### src/rtl/cam_sync_pkg.sv
package cam_sync_pkg;
  localparam int BYTE_W   = 8;
  localparam int CODE_LEN = 4;
  localparam logic [BYTE_W-1:0] CODE_LEAD = 8'hFF;
  localparam logic [BYTE_W-1:0] CODE_ZERO = 8'h00;

  // One byte travelling through the capture pipeline.
  typedef struct packed {
    logic [BYTE_W-1:0] data;
    logic              valid;
    logic              lfirst;
    logic              ffirst;
  } pix_tag_t;
endpackage

### src/rtl/cam_ext_gate.sv
module cam_ext_gate #(
  parameter int LINE_W = 12,
  parameter int PIX_W  = 12
) (
  input  logic              clk,
  input  logic              rst_n,
  input  logic              hsync,
  input  logic              vsync,
  input  logic [LINE_W-1:0] skip_lines,
  input  logic [PIX_W-1:0]  skip_pix,
  output logic              cap_o,
  output logic              lfirst_o,
  output logic              ffirst_o
);
  localparam logic [LINE_W-1:0] LINE_MAX = '1;
  localparam logic [PIX_W-1:0]  PIX_MAX  = '1;

  logic              hs_q, vs_q, seen_q, line_ok_q, lpend_q, fpend_q;
  logic [LINE_W-1:0] line_q;
  logic [PIX_W-1:0]  pix_q;

  logic              seen_n, line_ok_n, lpend_n, fpend_n;
  logic [LINE_W-1:0] line_n, line_base;
  logic [PIX_W-1:0]  pix_n, pix_idx;
  logic              hs_rise, vs_rise;

  always_comb begin
    hs_rise   = hsync & ~hs_q;
    vs_rise   = vsync & ~vs_q;
    line_base = vs_rise ? '0 : line_q;
    pix_idx   = hs_rise ? '0 : pix_q;
    line_ok_n = hs_rise ? (line_base >= skip_lines) : line_ok_q;
    seen_n    = seen_q | vs_rise;
    cap_o     = seen_n & hsync & line_ok_n & (pix_idx >= skip_pix);
    lfirst_o  = hs_rise | lpend_q;
    ffirst_o  = vs_rise | fpend_q;
    line_n    = line_base;
    if (hs_rise && (line_base != LINE_MAX)) line_n = line_base + LINE_W'(1);
    pix_n = pix_q;
    if (hsync) pix_n = (pix_idx == PIX_MAX) ? PIX_MAX : pix_idx + PIX_W'(1);
    lpend_n = cap_o ? 1'b0 : lfirst_o;
    fpend_n = cap_o ? 1'b0 : ffirst_o;
  end

  always_ff @(posedge clk or negedge rst_n) begin
    if (!rst_n) begin
      hs_q      <= 1'b0;
      vs_q      <= 1'b0;
      seen_q    <= 1'b0;
      line_ok_q <= 1'b0;
      lpend_q   <= 1'b0;
      fpend_q   <= 1'b0;
      line_q    <= LINE_MAX;
      pix_q     <= PIX_MAX;
    end else begin
      hs_q      <= hsync;
      vs_q      <= vsync;
      seen_q    <= seen_n;
      line_ok_q <= line_ok_n;
      lpend_q   <= lpend_n;
      fpend_q   <= fpend_n;
      line_q    <= line_n;
      pix_q     <= pix_n;
    end
  end

  // no capture outside the hsync window
  a_r4_needs_hsync: assert property (@(posedge clk) disable iff (!rst_n)
    cap_o |-> hsync);
  // capture needs a vertical sync seen now or earlier
  a_r5_needs_vsync: assert property (@(posedge clk) disable iff (!rst_n)
    cap_o |-> (seen_q || vsync));
endmodule

### src/rtl/cam_emb_gate.sv
module cam_emb_gate
  import cam_sync_pkg::*;
(
  input  logic              clk,
  input  logic              rst_n,
  input  logic [BYTE_W-1:0] din,
  output logic              cap_o,
  output logic              lfirst_o,
  output logic              ffirst_o,
  output logic              kill_o
);
  logic [BYTE_W-1:0] h0_q, h1_q, h2_q;
  logic              act_q, lpend_q, fpend_q, fgo_q;
  logic              act_n, lpend_n, fpend_n, fgo_n;
  logic              match, end_flag, blank_flag;

  always_comb begin
    match      = (h2_q == CODE_LEAD) && (h1_q == CODE_ZERO) &&
                 (h0_q == CODE_ZERO) && din[7];
    end_flag   = din[4];
    blank_flag = din[5];
    cap_o      = act_q & ~match;
    kill_o     = match;
    lfirst_o   = lpend_q;
    ffirst_o   = fgo_q;
    act_n      = act_q;
    lpend_n    = lpend_q;
    fpend_n    = fpend_q;
    fgo_n      = fgo_q;
    if (match) begin
      if (blank_flag) fpend_n = 1'b1;
      if (end_flag) begin
        act_n = 1'b0;
      end else begin
        act_n   = ~blank_flag;
        lpend_n = ~blank_flag;
        if (!blank_flag && fpend_q) begin
          fgo_n   = 1'b1;
          fpend_n = 1'b0;
        end
      end
    end else if (cap_o) begin
      lpend_n = 1'b0;
      fgo_n   = 1'b0;
    end
  end

  always_ff @(posedge clk or negedge rst_n) begin
    if (!rst_n) begin
      h0_q    <= '0;
      h1_q    <= '0;
      h2_q    <= '0;
      act_q   <= 1'b0;
      lpend_q <= 1'b0;
      fpend_q <= 1'b0;
      fgo_q   <= 1'b0;
    end else begin
      h0_q    <= din;
      h1_q    <= h0_q;
      h2_q    <= h1_q;
      act_q   <= act_n;
      lpend_q <= lpend_n;
      fpend_q <= fpend_n;
      fgo_q   <= fgo_n;
    end
  end

  // the flag byte of a code is never captured
  a_r6_code_not_captured: assert property (@(posedge clk) disable iff (!rst_n)
    match |-> !cap_o);
  // an end code stops capture on the following byte
  a_r6_end_stops: assert property (@(posedge clk) disable iff (!rst_n)
    (match && din[4]) |=> !cap_o);
endmodule

### src/rtl/cam_kill_pipe.sv
module cam_kill_pipe
  import cam_sync_pkg::*;
#(
  parameter int DEPTH = CODE_LEN
) (
  input  logic     clk,
  input  logic     rst_n,
  input  pix_tag_t in_tag,
  input  logic     kill,
  output pix_tag_t out_tag
);
  pix_tag_t st [DEPTH];

  for (genvar g = 0; g < DEPTH; g++) begin : g_stage
    pix_tag_t nxt;
    if (g == 0) begin : g_head
      always_comb nxt = in_tag;
    end else begin : g_body
      always_comb begin
        nxt = st[g-1];
        if (kill) nxt.valid = 1'b0;
      end
    end
    always_ff @(posedge clk or negedge rst_n) begin
      if (!rst_n) st[g] <= '0;
      else        st[g] <= nxt;
    end
  end

  assign out_tag = st[DEPTH-1];
endmodule

### src/rtl/cam_sync_capture.sv
module cam_sync_capture
  import cam_sync_pkg::*;
#(
  parameter int LINE_W = 12,
  parameter int PIX_W  = 12
) (
  input  logic              clk,
  input  logic              rst_n,
  input  logic              cfg_embedded,
  input  logic [LINE_W-1:0] cfg_skip_lines,
  input  logic [PIX_W-1:0]  cfg_skip_pix,
  input  logic              hsync,
  input  logic              vsync,
  input  logic [7:0]        din,
  output logic [7:0]        pix_data,
  output logic              pix_valid,
  output logic              line_start,
  output logic              frame_start
);
  logic     x_cap, x_lf, x_ff;
  logic     e_cap, e_lf, e_ff, e_kill;
  pix_tag_t head, tail;
  logic     kill;

  cam_ext_gate #(.LINE_W(LINE_W), .PIX_W(PIX_W)) u_ext (
    .clk(clk), .rst_n(rst_n), .hsync(hsync), .vsync(vsync),
    .skip_lines(cfg_skip_lines), .skip_pix(cfg_skip_pix),
    .cap_o(x_cap), .lfirst_o(x_lf), .ffirst_o(x_ff));

  cam_emb_gate u_emb (
    .clk(clk), .rst_n(rst_n), .din(din),
    .cap_o(e_cap), .lfirst_o(e_lf), .ffirst_o(e_ff), .kill_o(e_kill));

  always_comb begin
    head.data   = din;
    head.valid  = cfg_embedded ? e_cap : x_cap;
    head.lfirst = cfg_embedded ? e_lf  : x_lf;
    head.ffirst = cfg_embedded ? e_ff  : x_ff;
    kill        = cfg_embedded & e_kill;
  end

  cam_kill_pipe #(.DEPTH(CODE_LEN)) u_pipe (
    .clk(clk), .rst_n(rst_n), .in_tag(head), .kill(kill), .out_tag(tail));

  always_comb begin
    pix_data    = tail.data;
    pix_valid   = tail.valid;
    line_start  = tail.valid & tail.lfirst;
    frame_start = tail.valid & tail.ffirst;
  end

  // strobes only ride on valid bytes
  a_r10_strobe_needs_valid: assert property (@(posedge clk) disable iff (!rst_n)
    (line_start || frame_start) |-> pix_valid);
  // a frame start is always a line start
  a_r10_frame_is_line: assert property (@(posedge clk) disable iff (!rst_n)
    frame_start |-> line_start);
endmodule

### config.mk
export PLATFORM = sky130hd
export DESIGN_NAME = cam_sync_capture
export DESIGN_NICKNAME = d
export VERILOG_FILES = /design/src/rtl/cam_sync_pkg.sv /design/src/rtl/cam_ext_gate.sv /design/src/rtl/cam_emb_gate.sv /design/src/rtl/cam_kill_pipe.sv /design/src/rtl/cam_sync_capture.sv
export SDC_FILE = /design/constraint.sdc
export NUM_CORES = 1
export LEC_CHECK = 0
export ABC_CLOCK_PERIOD_IN_PS = 2550
export BUFFER_PORTS_ARGS = -buffer_cell sky130_fd_sc_hd__clkbuf_2
export CORE_ASPECT_RATIO = 0.75
export CORE_MARGIN = 1
export CORE_UTILIZATION = 30
export CTS_CLUSTER_DIAMETER = 30
export DETAILED_ROUTE_END_ITERATION = 12
export GPL_TIMING_DRIVEN = 0
export PLACE_DENSITY_LB_ADDON = 0.1
export REMOVE_ABC_BUFFERS = 1
export SYNTH_ARGS = -nofsm -noshare
export SYNTH_HDL_FRONTEND = slang
export SYNTH_SLANG_ARGS = --single-unit
### constraint.sdc
create_clock -name clk -period 2.55 [get_ports clk]
set_input_delay 0.1275 -clock clk [delete_from_list [all_inputs] [get_ports clk]]
set_output_delay 0.1275 -clock clk [all_outputs]
set_load 0.005 [all_outputs]
==> results of run 1 <==
registers in the layout, summed over array words and instances, names as in the netlist, 3 cells and up:
signal,cells
u_pipe.out_tag,11
u_ext.line_q,12
u_ext.pix_q,12
u_pipe.g_stage.nxt,30
u_pipe.st,3
routing by layer:
| metal | wire length, um | part of all wire [%] | vias to the layer above | GRT usage, % |
|---|---|---|---|---|
| li1 | - | - | 1308 | - |
| met1 | 4040 | 52 | 1250 | 17.7 |
| met2 | 3370 | 44 | 33 | 19.2 |
| met3 | 225 | 2.9 | 8 | 3.36 |
| met4 | 95 | 1.2 | 0 | 4.29 |
| met5 | 0 | 0 | - | 0 |
worst max-delay path, delay by kind of cell:
family / cells / cell delay (ns)
AO/OA/AOI/OAI: 3 / 0.81
adder cells (fa/ha/maj): 1 / 0.29
buffers and inverters: 3 / 0.75
AND/OR/NAND/NOR: 3 / 0.60
path summary, 6_finish.rpt:
path,from,endpoint,slack (ns),depth (start not counted)
min reg2reg,u_pipe.g_stage[2].nxt[1],u_pipe.g_stage[3].nxt[1],0.35,0
max reg2reg,u_ext.hs_q,u_ext.lpend_q,0.21,8
max,vsync,u_pipe.st[35],0.16,10
min,cfg_embedded,u_pipe.g_stage[1].nxt[0],0.14,3
min in group asynchronous,rst_n,u_pipe.out_tag[7],0.29,2
max in group asynchronous,rst_n,u_ext.pix_q[9],1.62,3
final cells by class:
type | count | area (um^2) | area share [%]
Clock buffer | 10 | 239 | 5.17
Clock inverter | 6 | 92.6 | 2.00
Inverter | 32 | 120 | 2.60
Multi-Input combinational cell | 219 | 1620 | 35.0
Sequential cell | 78 | 1980 | 42.9
Tap cell | 166 | 208 | 4.49
Timing Repair Buffer | 58 | 365 | 7.90
kinds of logic after synthesis:
group | after synthesis
AOI/OAI and AO/OA | 57
DFF | 78
adders and majority gates | 25
xor gates and xnor gates | 10
buffers and inverters | 45
and+or+nand+nor | 125
muxes | 2
stage by stage:
step           setup TNS, ns  hold slack, ns  instances  area, um^2  utilization (%)
6_report                   0           0.139        569        4630             37.6
5_1_grt                    0           0.155        569        4630             37.6
4_1_cts                    0           0.128        569        4620             37.6
3_5_place_dp               0           0.125        543        4190             34.0
3_3_place_gp        -0.00890           0.237        542        4160             33.8
2_1_floorplan              0          -0.168        329        3710                -
power groups by stage:
stage / sequential [uW] / clock, uW / combinational [uW]
after floorplan: 1370 / 0 / 151
after global placement: 1380 / 0 / 256
after detailed placement: 1380 / 0 / 265
after CTS: 1360 / 1450 / 279
after global routing: 1360 / 1490 / 319
final: 1360 / 1400 / 271
repair_timing:
action	in CTS	in global routing
hold buffers	10	0
endpoints found under the hold margin	23	0
endpoints found under the setup margin	3	3
gates resized for setup	1	3
cell usage in the layout (no fill, tap or decap), drive strengths merged, types with 7 or more instances in the layout:
| cell type | n |
|---|---|
| clkbuf | 57 |
| dfrtp | 54 |
| inv | 34 |
| ha | 25 |
| and2 | 25 |
| dfstp | 24 |
| nand2 | 22 |
| nor2 | 21 |
| a21oi | 12 |
| o21ai | 11 |
| dlygate4sd3 | 10 |
| nand3 | 10 |
| nor4 | 8 |
| nor3 | 7 |
| nand4 | 7 |
cell usage after synthesis, drive strengths merged (2+ instances only):
master	number
and3	6
a31oi	3
nand2	22
o22a	5
nand4	7
and4	3
a2111oi	2
nor4	8
buf	9
and2	25
o21a	3
inv	32
nand2b	6
o21ai	11
and2b	2
clkbuf	4
a22o	2
nor3	7
a41oi	2
dfrtp	54
dfstp	24
ha	25
a211o	3
mux2	2
xor2	4
o211ai	2
nand3	10
nand4b	3
or2b	2
a211oi	2
a21oi	12
o31ai	2
xnor2	6
nor2	21
==> reports/qor.tcl, run 1 <==
set qor(outcome) {finished, final reports clean}
set qor(hpwlAfterDp_um) 5760
set qor(switching_power_uw) 698
set qor(leakage_uw) 0.00219
set qor(ys_dominant_reg_cell) {sky130_fd_sc_hd__dfrtp_1}
set qor(asyncSetResetFlopFracSynth_pct) 100
set qor(crit_path_max_fanout) 19
set qor(yosys.area.top_type_share_pct) 35.5
set qor(synth-compound-area-share_pct) 11.0
set qor(critical_path.cell_chain) {dlygate4sd3_1, clkbuf_2, nand2b_4, nand2_1, inv_1, ha_1, and4_1, a2111oi_2, o311a_1, o22ai_1}
set qor(cts_tree) {yes}
set qor(dr_total_vias) 2599
set qor(htree_num_levels) 3
set qor(path_class) {in2reg}
set qor(post-route-worst-setup-slack_ns) 0.163
set qor(part_of_the_power_in_combinational_logic_pct) 8.9
set qor(clkPwrFrac_pct) 46.3
set qor(leftover_overflow_at_the_end_of_global_routing) 0
set qor(final_min_period_over_clock_period_pct) 93.6
set qor(tritoncts.num_buffers) 9
set qor(timing.critical_path.slowest_stage_cell) {sky130_fd_sc_hd__dlygate4sd3_1}
set qor(post_cts.repair.setup_buffers) 0
set qor(filler_cell_count) 1221
set qor(final_hold_viol_count) 0
set qor(max_clock_skew_ns) 0.00702
set qor(worstSkewPairLatency_ns) 0.33
set qor(syn_avg_cell_area_um2) 11.1
set qor(drive_gt1_share_pct) 26.3
set qor(maxCapViolCount) 0
set qor(max_freq_ghz) 0.419
set qor(antenna_found_initial) 0
set qor(layout.nets) 460
set qor(synth_largest_area_cell) {sky130_fd_sc_hd__dfrtp_1}
set qor(power.density_cell_area_nw_per_um2) 655
set qor(synthSimpleGateAreaFrac_pct) 20.1
set qor(ys_types) 57
set qor(design.core.area_um2) 12300
set qor(cts-root-to-sink-buffers) 2
set qor(startpoint_type) {input port}
set qor(vdd_drop_max_uv) 315
set qor(first_global_vias) 2471
set qor(routabilityCongestion) 0.720
set qor(placementRows) 35
set qor(post_drt_via_cell_ratio) 4.57
set qor(timing_max_transition_violations_final) 0
set qor(post_synth_xor_area_fraction_pct) 2.30
set qor(synth_mux_area_share_pct) 0.691
set qor(initialDrtViolationCount) 124
set qor(cts.sink_count) 78
set qor(netlist_instances) 342
set qor(die_w_um) 132
set qor(sequential_area_share_after_synthesis_pct) 52.1
set qor(yosys-top-cells-area) {sky130_fd_sc_hd__dfrtp_1 36%, sky130_fd_sc_hd__dfstp_2 17%, sky130_fd_sc_hd__ha_1 8.2%}
set qor(worst_setup_hold_path_clk_slew_ns) 0.06
set qor(wl_per_cell_um) 13.6
set qor(netlist_area_um2) 3800
set qor(end_kind) {flop}
set qor(period_minus_slack_ns) 2.39
set qor(ys_ff_latch) 78
set qor(design.die.area_um2) 13100
set qor(drcViolationCount) 0
set qor(floorplan.initialDensity_pct) 30.9
set qor(worst_path_largest_cell_delay_ns) 0.53
set qor(rsz0062_at_grt) {no}
set qor(cp.required_ns) 2.76
set qor(cts.root.buffer_cell) {sky130_fd_sc_hd__clkbuf_16}
set qor(drt_pre_antenna_iters) 6
set qor(post-layout-total-power_uw) 3030
set qor(placement.io_buffers) 47
set qor(power.switching_fraction_pct) 23.1
set qor(place_worst_setup_slack_ns) 0.000229
set qor(dominant_combinational_cell_family_by_area_after_synthesis) {simple AND/OR/NAND/NOR gates}
set qor(slew-limit-headroom_pct) 69.0
set qor(maximum_number_of_pins_on_one_net_before_global_route_repair) 53
set qor(synth_adder_area_share_pct) 8.23
set qor(grt_first_pass_wirelength_um) 12800
set qor(internal_power_uw) 2330
set qor(timing.critical_path.arrival_ns) 2.60
set qor(synth-edff-count) 0
set qor(synth_warnings) 0
set qor(areaGrowthSynthToFinish_pct) 21.7
set qor(io-pin-count) 48
set qor(grt.total_usage_pct) 12.7
set qor(worst_min_path_class) {in2reg}
set qor(antenna_cells_inserted) 0
set qor(routed_wirelength_um) 7730
set qor(timing.final.setup_violations) 0
set qor(power_frac_seq_pct) 44.8
set qor(detail-route-antenna-nets) 0
set qor(transition_time_at_the_pin_with_the_least_slew_margin_ns) 0.464
set qor(height_of_the_chip_um) 99.5
Power figures use the tool's default switching activity.
==> run 2, diff against run 1 <==
--- a/config.mk
+++ b/config.mk
@@ -13,7 +13,7 @@
 export CTS_CLUSTER_DIAMETER = 30
 export DETAILED_ROUTE_END_ITERATION = 12
 export GPL_TIMING_DRIVEN = 0
-export PLACE_DENSITY_LB_ADDON = 0.1
+export RECOVER_POWER = 25
 export REMOVE_ABC_BUFFERS = 1
 export SYNTH_ARGS = -nofsm -noshare
 export SYNTH_HDL_FRONTEND = slang
==> run 2 against run 1 <==
The flow now finishes with violations (capacitance limit, slew limit). Non-clock buffer count is 2 higher. Via count rose by 1.5%. Power down 6.4%. Global-route usage grew 0.33 points. Final cell count up 0.35%.
==> reports/qor.tcl, run 2 (synthesis gave the netlist of run 1 again) <==
set qor(outcome) {finished, violations left}
set qor(violations) {capacitance limit, slew limit}
set qor(rr_startpoint) {u_ext.hs_q}
set qor(power.density_cell_area_nw_per_um2) 616 ;# -6.0%
set qor(leakage_uw) 0.00216 ;# -1.1%
set qor(hpwlAfterDp_um) 5680 ;# -1.5%
set qor(drt_pre_antenna_iters) 4 ;# -2
set qor(crit_path_start) {u_ext.hs_q}
set qor(routed_wirelength_um) 7670 ;# -0.76%
set qor(routabilityCongestion) 0.799 ;# +11%
set qor(end_kind) {flop}
set qor(drcViolationCount) 0 ;# unchanged
set qor(wl_per_cell_um) 13.4 ;# -1.1%
set qor(power_frac_seq_pct) 47.8 ;# +3.0 points
set qor(internal_power_uw) 2110 ;# -9.3%
set qor(startpoint_type) {flop}
set qor(max_clock_skew_ns) 0.00612 ;# -0.000892 ns
set qor(part_of_the_power_in_combinational_logic_pct) 9.8 ;# +0.9 points
set qor(post-route-worst-setup-slack_ns) 0.164 ;# +0.00117 ns
set qor(worst_min_path_class) {in2reg}
set qor(design.core.area_um2) 12300 ;# unchanged
set qor(grt_first_pass_wirelength_um) 13200 ;# +3.2%
set qor(power.switching_fraction_pct) 25.4 ;# +2.4 points
set qor(maxCapViolCount) 1 ;# +1
set qor(transition_time_at_the_pin_with_the_least_slew_margin_ns) 1.62 ;# +1.15 ns
set qor(design.die.area_um2) 13100 ;# unchanged
set qor(slew-limit-headroom_pct) -7.88 ;# -77 points
set qor(antenna_cells_inserted) 0 ;# unchanged
set qor(cts.sink_count) 78 ;# unchanged
set qor(cts_tree) {yes}
set qor(path_class) {reg2reg}
set qor(switching_power_uw) 721 ;# +3.3%
set qor(antenna_found_initial) 0 ;# unchanged
set qor(cp.required_ns) 2.81 ;# +0.05 ns
set qor(placement.io_buffers) 47 ;# unchanged
set qor(tritoncts.num_buffers) 9 ;# unchanged
set qor(worst_setup_hold_path_clk_slew_ns) 0.06 ;# about the same
set qor(final_hold_viol_count) 0 ;# unchanged
set qor(post_drt_via_cell_ratio) 4.62 ;# +1.1%
set qor(placement.cell_area_um2) 4190 ;# unchanged
set qor(commonest_cells_after_routing_fill_and_taps_aside) {54 x sky130_fd_sc_hd__dfrtp_1, 41 x sky130_fd_sc_hd__clkbuf_2, 32 x sky130_fd_sc_hd__inv_1}
set qor(final_min_period_over_clock_period_pct) 93.6 ;# about the same
set qor(timing.critical_path.arrival_ns) 2.65 ;# +0.05 ns
set qor(cts-root-to-sink-buffers) 2 ;# unchanged
set qor(largest_register_ffs) 30 ;# unchanged
set qor(timing.rr.end) {u_ext.lpend_q}
set qor(layout.nets) 462 ;# +0.43%
set qor(cts.root.buffer_cell) {sky130_fd_sc_hd__clkbuf_16}
set qor(height_of_the_chip_um) 99.5 ;# unchanged
set qor(leftover_overflow_at_the_end_of_global_routing) 0 ;# unchanged
set qor(grt.total_usage_pct) 13.1 ;# +0.33 points
set qor(worstSkewPairLatency_ns) 0.34 ;# about the same
set qor(filler_cell_count) 1206 ;# -1.2%
set qor(rrSetupSlack_ns) 0.16 ;# -0.05 ns
set qor(first_global_vias) 2694 ;# +9.0%
set qor(htree_num_levels) 3 ;# unchanged
set qor(maximum_number_of_pins_on_one_net_before_global_route_repair) 50 ;# -5.7%
set qor(floorplan.initialDensity_pct) 30.9 ;# unchanged
set qor(max_freq_ghz) 0.419 ;# about the same
set qor(dr_total_vias) 2638 ;# +1.5%
set qor(r2r_cells) 10 ;# +2
set qor(areaGrowthSynthToFinish_pct) 21.1
set qor(timing.final.setup_violations) 0 ;# unchanged
set qor(period_minus_slack_ns) 2.39 ;# -0.00117 ns
set qor(die_w_um) 132 ;# unchanged
set qor(crit_path_max_fanout) 12 ;# -7
set qor(layout_commonest_cell) {sky130_fd_sc_hd__dfrtp_1}
set qor(io-pin-count) 48 ;# unchanged
set qor(timing_max_transition_violations_final) 30 ;# +30
set qor(final_area_um2) 4600 ;# -0.46%
set qor(holdCritStartpoint) {cfg_embedded}
set qor(placementRows) 35 ;# unchanged
set qor(clkPwrFrac_pct) 42.3 ;# -4.0 points
set qor(drive_gt1_share_pct) 25.4 ;# -0.87 points
set qor(detail-route-antenna-nets) 0 ;# unchanged
set qor(initialDrtViolationCount) 124 ;# unchanged
set qor(place_worst_setup_slack_ns) -0.199 ;# -0.199 ns
set qor(vdd_drop_max_uv) 322 ;# +2.0%
set qor(crit_path_end) {u_ext.lpend_q}
[run 2: final cells by class]
class	count	area [um^2]	share of cell area, %
sequential	78	1980	43.0
multi-input combinational	219	1640	35.7
timing repair buffer	60	370	8.04
clock buffer	9	225	4.89
tap	166	208	4.51
inverter	32	120	2.61
clock inverter	7	57.6	1.25
[run 2: per-stage QoR]
stage	std cells	setup TNS [ns]	hold slack, ns	utilization (%)	power (uW)
2_1_floorplan	329	0	-0.168	-	1520
3_3_place_gp	542	-0.431	0.241	33.8	1620
3_5_place_dp	543	-0.469	0.115	34.0	1640
4_1_cts	569	0	0.154	37.2	2870
5_1_grt	571	-0.00222	0.168	37.4	2990
6_report	571	0	0.175	37.4	2840
[run 2: layer usage]
metal | track usage, % | vias up | share of wire, %
met1 | 17.6 | 1257 | 51
met3 | 4.18 | 6 | 4.7
met4 | 3.76 | 0 | 0.93
met2 | 20.1 | 67 | 44
met5 | 0 | - | 0
li1 | - | 1308 | -
[run 2: timing repair]
item	in CTS	in global routing
hold buffers	10	0
resized for setup	2	4
endpoints found under the hold margin	38	0
setup endpoints to repair	4	4
setup buffers	0	2
[run 2: worst min path at each step]
stage	endpoint	slack [ns]	depth (start not counted)
2_1_floorplan	u_emb.act_q	-0.17	0
3_3_place_gp	u_pipe.g_stage[1].nxt[6]	0.24	1
3_5_place_dp	u_pipe.out_tag[7]	0.12	1
4_1_cts	u_pipe.g_stage[1].nxt[1]	0.15	3
5_1_grt	u_pipe.g_stage[1].nxt[1]	0.17	3
6_report	u_pipe.out_tag[2]	0.18	3
[run 2: power by group through the flow]
stage          clock network (uW)  registers (uW)  logic, uW
2_1_floorplan                   0            1370        151
3_3_place_gp                    0            1370        248
3_5_place_dp                    0            1380        266
4_1_cts                      1240            1350        281
5_1_grt                      1300            1360        321
6_report                     1200            1360        279
[run 2: worst max-delay path, cell delays in order, from the launching register on]
cell,delay [ns]
sky130_fd_sc_hd__dfrtp_1,0.46
sky130_fd_sc_hd__nand2b_4,0.23
sky130_fd_sc_hd__buf_4,0.18
sky130_fd_sc_hd__nand2_1,0.10
sky130_fd_sc_hd__inv_1,0.05
sky130_fd_sc_hd__ha_1,0.28
sky130_fd_sc_hd__a211o_1,0.29
sky130_fd_sc_hd__o211ai_1,0.10
sky130_fd_sc_hd__o2111ai_2,0.21
sky130_fd_sc_hd__and3_1,0.24
sky130_fd_sc_hd__a21oi_1,0.15
==> run 3, diff against run 2 <==
--- a/config.mk
+++ b/config.mk
@@ -13,6 +13,7 @@
 export CTS_CLUSTER_DIAMETER = 30
 export DETAILED_ROUTE_END_ITERATION = 12
 export GPL_TIMING_DRIVEN = 0
+export PLACE_DENSITY = 0.48
 export RECOVER_POWER = 25
 export REMOVE_ABC_BUFFERS = 1
 export SYNTH_ARGS = -nofsm -noshare
==> run 3 against run 2 <==
The flow now finishes without violations. Largest cell class unchanged. Non-clock buffer count decreased by 1. Clock skew down 0.0018 ns. Utilization grew 0.14 points. Via count shrank 0.42%. Maximum frequency decreased by 1.7%. Design area is 0.38% higher. Wire length increased by 0.86%. Power rose by 5.8%. Register-to-register slack worse by 0.04 ns. Clock power is 14% higher. Worst hold slack worse by 0.034 ns.
==> reports/qor.tcl, run 3 (synthesis gave the netlist of run 1 again) <==
set qor(max_clock_skew_ns) 0.00428 ;# -0.00184 ns
set qor(slew-limit-headroom_pct) 13.6 ;# +21 points
set qor(transition_time_at_the_pin_with_the_least_slew_margin_ns) 1.30 ;# -0.321 ns
set qor(cts_tree) {yes}
set qor(worstSkewPairLatency_ns) 0.33 ;# about the same
set qor(cp.required_ns) 2.81 ;# about the same
set qor(drcViolationCount) 0 ;# unchanged
set qor(wl_per_cell_um) 13.6 ;# +1.0%
set qor(r2r_cells) 8 ;# -2
set qor(placement.io_buffers) 47 ;# unchanged
set qor(design.die.area_um2) 13100 ;# unchanged
set qor(end_kind) {flop}
set qor(largest_register_ffs) 30 ;# unchanged
set qor(timing_max_transition_violations_final) 0 ;# -100%
set qor(routabilityCongestion) 0.781 ;# -2.3%
set qor(final_hold_viol_count) 0 ;# unchanged
set qor(period_minus_slack_ns) 2.43 ;# +0.0423 ns
set qor(rr_startpoint) {u_ext.hs_q}
set qor(hpwlAfterDp_um) 5770 ;# +1.7%
set qor(rsz0062_at_grt) {no}
set qor(die_w_um) 132 ;# unchanged
set qor(io-pin-count) 48 ;# unchanged
set qor(worst_min_path_class) {in2reg}
set qor(drive_gt1_share_pct) 25.7 ;# +0.31 points
set qor(timing.rr.end) {u_ext.lpend_q}
set qor(floorplan.initialDensity_pct) 30.9 ;# unchanged
set qor(layout.nets) 461 ;# -0.22%
set qor(place_worst_setup_slack_ns) -0.136 ;# +0.0628 ns
set qor(min_path_cells) 3 ;# unchanged
set qor(antenna_cells_inserted) 0 ;# unchanged
set qor(power.density_cell_area_nw_per_um2) 649 ;# +5.4%
set qor(timing.critical_path.arrival_ns) 2.69 ;# +0.04 ns
set qor(routed_wirelength_um) 7740 ;# +0.86%
set qor(leftover_overflow_at_the_end_of_global_routing) 0 ;# unchanged
set qor(rrSetupSlack_ns) 0.12 ;# -0.04 ns
set qor(htree_num_levels) 3 ;# unchanged
set qor(path_class) {reg2reg}
set qor(crit_path_start) {u_ext.hs_q}
set qor(vdd_drop_max_uv) 311 ;# -3.3%
set qor(timing.final.setup_violations) 0 ;# unchanged
set qor(startpoint_type) {flop}
set qor(post-route-worst-setup-slack_ns) 0.122 ;# -0.0423 ns
set qor(cts.root.buffer_cell) {sky130_fd_sc_hd__clkbuf_16}
set qor(detail-route-antenna-nets) 0 ;# unchanged
set qor(worst_setup_hold_path_clk_slew_ns) 0.06 ;# about the same
set qor(drt_pre_antenna_iters) 4 ;# unchanged
set qor(leakage_uw) 0.00219 ;# +1.0%
set qor(maxCapViolCount) 0 ;# -1
set qor(dr_total_vias) 2627 ;# -0.42%
set qor(first_global_vias) 2628 ;# -2.4%
set qor(antenna_found_initial) 0 ;# unchanged
set qor(timing.hold.ws_ns) 0.142 ;# -0.0335 ns
set qor(placementRows) 35 ;# unchanged
set qor(final_min_period_over_clock_period_pct) 95.2 ;# +1.7 points
set qor(design.core.area_um2) 12300 ;# unchanged
set qor(cts.sink_count) 78 ;# unchanged
set qor(layout_commonest_cell) {sky130_fd_sc_hd__dfrtp_1}
set qor(areaGrowthSynthToFinish_pct) 21.6
set qor(maximum_number_of_pins_on_one_net_before_global_route_repair) 59 ;# +18%
set qor(crit_path_max_fanout) 13 ;# +1
set qor(post_drt_via_cell_ratio) 4.61 ;# -0.24%
set qor(height_of_the_chip_um) 99.5 ;# unchanged
set qor(initialDrtViolationCount) 117 ;# -5.6%
set qor(commonest_cells_after_routing_fill_and_taps_aside) {54 x sky130_fd_sc_hd__dfrtp_1, 44 x sky130_fd_sc_hd__clkbuf_2, 32 x sky130_fd_sc_hd__inv_1}
set qor(max_freq_ghz) 0.412 ;# -1.7%
set qor(crit_path_end) {u_ext.lpend_q}
set qor(outcome) {finished, final reports clean}
set qor(cts-root-to-sink-buffers) 2 ;# unchanged
set qor(grt.total_usage_pct) 13.0 ;# -0.11 points
set qor(tritoncts.num_buffers) 9 ;# unchanged
set qor(grt_first_pass_wirelength_um) 13100 ;# -0.73%
==> run 3: repair_timing <==
| item | in CTS | in global routing |
|---|---|---|
| hold buffers | 10 | 0 |
| gates resized for setup | 2 | 2 |
| endpoints found under the setup margin | 3 | 3 |
| setup buffers | 0 | 1 |
| endpoints found under the hold margin | 18 | 0 |
==> run 3: area by class of cell <==
class                           instances  area (um^2)
Fill cell                            1227         7680
Sequential cell                        78         1980
Multi-Input combinational cell        219         1620
Timing Repair Buffer                   59          367
Clock buffer                            9          225
Tap cell                              166          208
Inverter                               32          120
Clock inverter                          7         97.6
==> run 3: worst min path at each step <==
stage	endpoint	startpoint
after detailed placement	u_pipe.out_tag[1]	rst_n
after floorplan	u_emb.act_q	rst_n
after CTS	u_pipe.g_stage[1].nxt[0]	cfg_embedded
after global routing	u_pipe.g_stage[1].nxt[0]	cfg_embedded
after global placement	u_pipe.g_stage[1].nxt[4]	din[1]
final	u_pipe.g_stage[1].nxt[1]	cfg_embedded
==> run 3: worst max-delay path: stages, from the launching register on <==
cell	delay, ns
sky130_fd_sc_hd__dfrtp_1	0.47
sky130_fd_sc_hd__nand2b_4	0.24
sky130_fd_sc_hd__and2_1	0.21
sky130_fd_sc_hd__ha_1	0.28
sky130_fd_sc_hd__a211o_1	0.29
sky130_fd_sc_hd__a31oi_1	0.21
sky130_fd_sc_hd__o2111ai_1	0.23
sky130_fd_sc_hd__and3_1	0.27
sky130_fd_sc_hd__a21oi_1	0.14
==> run 3: power breakdown <==
part | internal, uW | switching (uW)
clock network | 862 | 512
logic | 122 | 150
registers | 1320 | 36.7
==> run 3: per-stage QoR <==
step / instances / utilization [%] / instance area, um^2 / total power, uW / TNS, ns
2_1_floorplan: 329 / - / 3710 / 1520 / 0
3_3_place_gp: 542 / 33.8 / 4160 / 1630 / -0.149
3_5_place_dp: 543 / 34.0 / 4190 / 1640 / -0.286
4_1_cts: 569 / 37.5 / 4620 / 3050 / 0
5_1_grt: 570 / 37.6 / 4620 / 3150 / 0
6_report: 570 / 37.6 / 4620 / 3000 / 0
==> run 3: metal layers <==
metal	vias to the layer above	routed length, um	global-route usage, %
met4	0	144	5.10
met5	-	0	0
met1	1275	3910	17.5
li1	1305	-	-
met2	33	3470	19.6
met3	14	214	3.72
